--- config.mk ---
export PLATFORM = sky130hd
export DESIGN_NAME = vram_readfmt
export DESIGN_NICKNAME = d
export VERILOG_FILES = /design/src/rtl/vram_readfmt_pkg.sv /design/src/rtl/vram_readfmt_planesel.sv /design/src/rtl/vram_readfmt_merge.sv /design/src/rtl/vram_readfmt.sv
export SDC_FILE = /design/constraint.sdc
export NUM_CORES = 1
export LEC_CHECK = 0
export BUFFER_PORTS_ARGS = -buffer_cell sky130_fd_sc_hd__buf_4
export CORE_MARGIN = 3
export CORE_UTILIZATION = 50
export CTS_BUF_LIST = sky130_fd_sc_hd__clkbuf_8
export CTS_CLUSTER_SIZE = 10
export DETAILED_ROUTE_END_ITERATION = 12
export PLACE_DENSITY = 0.74
export RECOVER_POWER = 25
export SKIP_LAST_GASP = 1
export SLEW_MARGIN = 20
export SYNTH_ARGS = -nofsm -noshare
export SYNTH_HDL_FRONTEND = slang
export SYNTH_SLANG_ARGS = --single-unit
--- constraint.sdc ---
create_clock -name clk -period 2.2 [get_ports clk]
set_input_delay 0.33 -clock clk [delete_from_list [all_inputs] [get_ports clk]]
set_output_delay 0.33 -clock clk [all_outputs]
set_load 0.02 [all_outputs]
--- src/rtl/vram_readfmt_pkg.sv ---
package vram_readfmt_pkg;
    typedef enum logic [1:0] {
        ST_IDLE  = 2'd0,
        ST_FETCH = 2'd1,
        ST_DONE  = 2'd2
    } rf_state_e;

    typedef enum logic [1:0] {
        MD_LO4  = 2'd0,
        MD_HI1  = 2'd1,
        MD_HI4  = 2'd2,
        MD_LO16 = 2'd3
    } disp_mode_e;

    localparam int CFG_SRCH_BIT  = 7;
    localparam int CFG_FRAME_BIT = 4;
endpackage

--- src/rtl/vram_readfmt_planesel.sv ---
module vram_readfmt_planesel
    import vram_readfmt_pkg::*;
#(
    parameter int PLANES     = 4,
    parameter int LOW_PLANES = 2
) (
    input  logic [1:0]        mode,
    input  logic              frame_b,
    input  logic              hi_fitted,
    output logic [PLANES-1:0] allow
);
    logic [PLANES-1:0] base;

    always_comb begin
        base = '0;
        unique case (disp_mode_e'(mode))
            MD_LO4: begin
                base[0] = !frame_b;
                base[1] = !frame_b;
                base[2] = frame_b;
                base[3] = frame_b;
            end
            MD_HI1: begin
                base[0] = !frame_b;
                base[1] = frame_b;
            end
            MD_HI4: begin
                base[0] = 1'b1;
                base[2] = 1'b1;
            end
            default: base = '1;
        endcase
        allow = base;
        for (int i = LOW_PLANES; i < PLANES; i++) begin
            if (!hi_fitted) allow[i] = 1'b0;
        end
    end
endmodule

--- src/rtl/vram_readfmt_merge.sv ---
module vram_readfmt_merge #(
    parameter int PIX_W = 8
) (
    input  logic [PIX_W-1:0] acc,
    input  logic [PIX_W-1:0] data,
    input  logic             tgt,
    input  logic             srch,
    output logic [PIX_W-1:0] result
);
    always_comb begin
        if (srch) result = acc & ~(data ^ {PIX_W{tgt}});
        else      result = data;
    end
endmodule

--- src/rtl/vram_readfmt.sv ---
module vram_readfmt
    import vram_readfmt_pkg::*;
#(
    parameter int PIX_W  = 8,
    parameter int PLANES = 4,
    parameter int CFG_W  = 8
) (
    input  logic                      clk,
    input  logic                      rst_n,
    input  logic                      cfg_we,
    input  logic [CFG_W-1:0]          cfg_wdata,
    input  logic [1:0]                mode,
    input  logic                      hi_fitted,
    input  logic                      rd_req,
    output logic                      rd_ack,
    output logic [PIX_W-1:0]          rd_data,
    input  logic                      mem_busy,
    output logic                      mem_en,
    output logic [$clog2(PLANES)-1:0] mem_plane,
    input  logic [PIX_W-1:0]          mem_rdata
);
    localparam int PIDX_W = $clog2(PLANES);

    typedef struct packed {
        rf_state_e         st;
        logic [CFG_W-1:0]  cfg;
        logic [PLANES-1:0] pend;
        logic [PLANES-1:0] tgt;
        logic              srch;
        logic [PIX_W-1:0]  acc;
        logic              cap;
        logic [PIDX_W-1:0] cap_plane;
    } rf_regs_t;

    rf_regs_t r_q, r_d;

    logic [PLANES-1:0] allow;
    logic [PLANES-1:0] sel;
    logic              sel_one;
    logic [PIX_W-1:0]  merged;
    logic [PIDX_W-1:0] next_idx;

    vram_readfmt_planesel #(.PLANES(PLANES), .LOW_PLANES(2)) u_planesel (
        .mode      (mode),
        .frame_b   (r_q.cfg[CFG_FRAME_BIT]),
        .hi_fitted (hi_fitted),
        .allow     (allow)
    );

    vram_readfmt_merge #(.PIX_W(PIX_W)) u_merge (
        .acc    (r_q.acc),
        .data   (mem_rdata),
        .tgt    (r_q.tgt[r_q.cap_plane]),
        .srch   (r_q.srch),
        .result (merged)
    );

    assign sel     = r_q.cfg[PLANES-1:0] & allow;
    assign sel_one = ($countones(sel) == 1);

    always_comb begin
        next_idx = '0;
        for (int i = PLANES - 1; i >= 0; i--) begin
            if (r_q.pend[i]) next_idx = PIDX_W'(i);
        end
    end

    always_comb begin
        r_d       = r_q;
        mem_en    = 1'b0;
        mem_plane = '0;
        if (cfg_we) r_d.cfg = cfg_wdata;
        unique case (r_q.st)
            ST_IDLE: begin
                if (rd_req) begin
                    r_d.st   = ST_FETCH;
                    r_d.srch = r_q.cfg[CFG_SRCH_BIT];
                    r_d.tgt  = r_q.cfg[PLANES-1:0];
                    r_d.cap  = 1'b0;
                    if (r_q.cfg[CFG_SRCH_BIT]) begin
                        r_d.pend = allow;
                        r_d.acc  = (allow != '0) ? '1 : '0;
                    end else begin
                        r_d.pend = sel_one ? sel : '0;
                        r_d.acc  = '0;
                    end
                end
            end
            ST_FETCH: begin
                r_d.cap = 1'b0;
                if (r_q.cap) r_d.acc = merged;
                if (r_q.pend != '0) begin
                    if (!mem_busy) begin
                        mem_en                = 1'b1;
                        mem_plane             = next_idx;
                        r_d.pend[next_idx]    = 1'b0;
                        r_d.cap               = 1'b1;
                        r_d.cap_plane         = next_idx;
                    end
                end else if (!r_q.cap) begin
                    r_d.st = ST_DONE;
                end
            end
            default: r_d.st = ST_IDLE;
        endcase
    end

    always_ff @(posedge clk or negedge rst_n) begin
        if (!rst_n) begin
            r_q <= '{st: ST_IDLE, default: '0};
        end else begin
            r_q <= r_d;
        end
    end

    assign rd_ack  = (r_q.st == ST_DONE);
    assign rd_data = r_q.acc;
endmodule

==> summary.md <==
| Metric | Value |
|---|---|
| Outcome | `finished, violations left` |
| Failing checks | `setup timing` |
| Synth top cells by count | `dfrtp_1, a21oi_1, nand2_1, o21ai_0` |
| Via density | `5.885` |
| CP Capture Type | `flip-flop` |
| Detail Placement HPWL | `2607 um` |
| Dpl ws | `-368.4 ps` |
| CTS Buf Count | `3` |
| Final #Nets | `223` |
| Die H | `61.37 um` |
| RSZ-0062 raised after global routing | `true` |
| Global-route wire length before repair | `5416 um` |
| Clock transition at path regs | `90 ps` |
| GRT overflow | `0` |
| Proportion of layout cells with a drive suffix above 1 | `0.3846` |
| Synth Register Bits | `28` |
| Tmin final | `2461 ps` |
| Worst-path maximum fanout | `4` |
| CTS Sinks | `28` |
| # rows | `19` |
| Remaining DRCs | `0` |
| Number of global-route vias before repair | `1249` |
| Psw | `944.7 uW` |
| Worst Max-Slew Pin Slew | `1483 ps` |
| CP Launch Type | `flip-flop` |
| Yosys Warn Count | `0` |
| Die area | `0.003766 mm2` |
| CTS HTree Levels | `1` |
| Leakage | `0.8943 nW` |
| Port Buf Inserts | `33` |
| Skew-Pair Late Insertion Delay | `270 ps` |
| Max-slew headroom | `0.01136` |
| Top cells by area, synth | `dfrtp_1, a21oi_1, o21ai_0` |
| Yosys top cell by area | `dfrtp_1` |
| DRT Pass-1 Iters | `4` |
| Initial DRC count | `81` |
| Final hold vios | `0` |
| Endpoints failing setup | `4` |
| Overall power | `2.368 mW` |
| Max-cap viol count | `0` |
| # diodes | `0` |
| R2r setup slk | `-260 ps` |
| Starting Density | `0.5418` |
| Count leader, synth | `dfrtp_1` |
| Worst vdd ir | `0.6738 mV` |
| Root Buffer | `clkbuf_8` |
| Syn-to-layout area delta | `27.18%` |
| Power Density | `1215 mW/mm2` |
| Core Box Area | `0.002829 mm2` |
| Seq/Total Area, Yosys | `0.4571` |
| WS Path Type | `flip-flop to flip-flop` |
| Syn Inst Count | `160` |
| CTS tree | `built` |
| Wire per inst | `15.25 um` |
| FMAX | `406.4 MHz` |
| # IOs | `36` |
| Largest net degree at the start of global routing | `29` |
| Mean Syn Cell Area | `9.580 um2` |
| Critical path arrival | `2630 ps` |
| Initial antenna violation count | `0` |
| Die width | `61.37 um` |
| Synthesized area | `0.001533 mm2` |
| Switching Fraction | `0.3989` |
| Maximum clock path buffer count | `2` |
| Internal | `1.423 mW` |
| CP required | `2370 ps` |
| Hold crit path type | `primary input to flip-flop` |
| Detail Route Antenna Nets | `0` |
| Final TNS setup | `-757.9 ps` |
| Clock Power Share | `0.131` |
| EDFF count, synth | `0` |
| GRT Util Overall | `0.1906` |
| Async SR Flop Fraction | `1.000` |
| Syn nets | `187` |
| Share of the synthesized area in the top cell type | `0.4571` |
| Post-route setup slack | `-260.6 ps` |
| Reg power frac | `0.365` |
| Pins Over Slew Limit | `0` |
| Via Count | `1330` |
| Top FF cell, synth | `dfrtp_1` |
| Routability cong. | `0.7795` |
| Logic pwr share | `0.503` |
| Synth unique cells | `37` |
| Post-Route WL | `3446 um` |
| Fin crit share | `1.118` |
| Max Clock Skew | `3.998 ps` |
==> layer usage <==
layer / routed length [um] / global-route usage / part of all wire / vias up
li1: - / - / - / 631
met1: 1428 / 0.2454 / 0.41 / 653
met2: 1823 / 0.3474 / 0.53 / 40
met3: 146 / 0.02725 / 0.042 / 6
met4: 47 / 0.02727 / 0.014 / 0
met5: 0 / 0 / 0 / -
==> cell type report <==
cell class,instances,area [um2]
fill,223,879.6
timing repair buffer,46,344.1
clock buffer,4,55.05
sequential,28,700.7
multi-input combinational,109,780.7
tap,31,38.79
inverter,8,30.03
==> cells by family (layout without fill, tap and decap cells) <==
logic type | count (synthesis) | count (layout) | share of synthesized area
flops | 28 | 28 | 0.4571
mux | 6 | 6 | 0.05142
fa+ha+maj | 3 | 3 | 0.02939
buf+inv | 23 | 58 | 0.08163
compound gates | 52 | 52 | 0.2082
simple gates | 47 | 47 | 0.1665
xor+xnor | 1 | 1 | 0.005715
==> final timing paths <==
kind                               from          to  cells after the start
max                             r_q[24]     r_q[18]                     10
min                        cfg_wdata[2]     r_q[22]                      3
max reg2reg                     r_q[24]     r_q[18]                     10
min reg2reg                     r_q[15]     r_q[15]                      2
max in group asynchronous         rst_n     r_q[23]                      2
min in group asynchronous         rst_n  rd_data[0]                      2
==> power groups by stage <==
stage                     Clock [mW]  Combinational [mW]  Sequential (mW)
after global routing           0.332                1.33            0.899
after global placement             0                1.10            0.858
after floorplan                    0               0.931            0.829
final                          0.311                1.19            0.865
after detailed placement           0                1.14            0.868
after CTS                      0.317                1.16            0.858
==> critical path, cell delays in order (launching register included) <==
cell and delay [ps]:
dfrtp_1 420, nor2_1 130, xnor2_1 100, nand2b_4 150, fa_1 510, inv_2 50
ha_4 150, ha_4 210, nor3b_4 260, a21oi_1 150, o32ai_2 240
==> sequential cells by signal (all words and copies together) (netlist names) <==
signal,cells
r_q,20
rd_data,8
==> stage by stage <==
step / utilization / std cells / hold WS, ps / cell area, um2
floorplan: - / 160 / 34.41 / 1559
finish: 0.6891 / 226 / 268.3 / 1949
global placement: 0.6479 / 220 / 263.0 / 1833
detailed placement: 0.6479 / 220 / 266.1 / 1833
global route: 0.6891 / 226 / 286.0 / 1949
CTS: 0.6762 / 226 / 261.6 / 1913
==> cells in the final DEF (no fill, tap or decap), drive strengths merged, types with 2 or more instances in the layout <==
cell type   n
o21ai      15
a21o        2
o32ai       2
inv         8
nand3       2
nor3        2
o31ai       2
nor2        5
nor3b       2
a21oi      19
buf        44
ha          2
nor2b       3
nand2      17
nand2b      3
dfrtp      28
o22a        8
clkbuf      5
mux2        5
or3         9
==> timing repair <==
action	4_1_cts	5_1_grt
setup endpoints to repair	4	6
hold buffers	1	0
buffers inserted	1	0
endpoints found under the hold margin	28	0
pin swaps	2	1
gates resized for setup	1	7
Power figures use the tool's default switching activity.
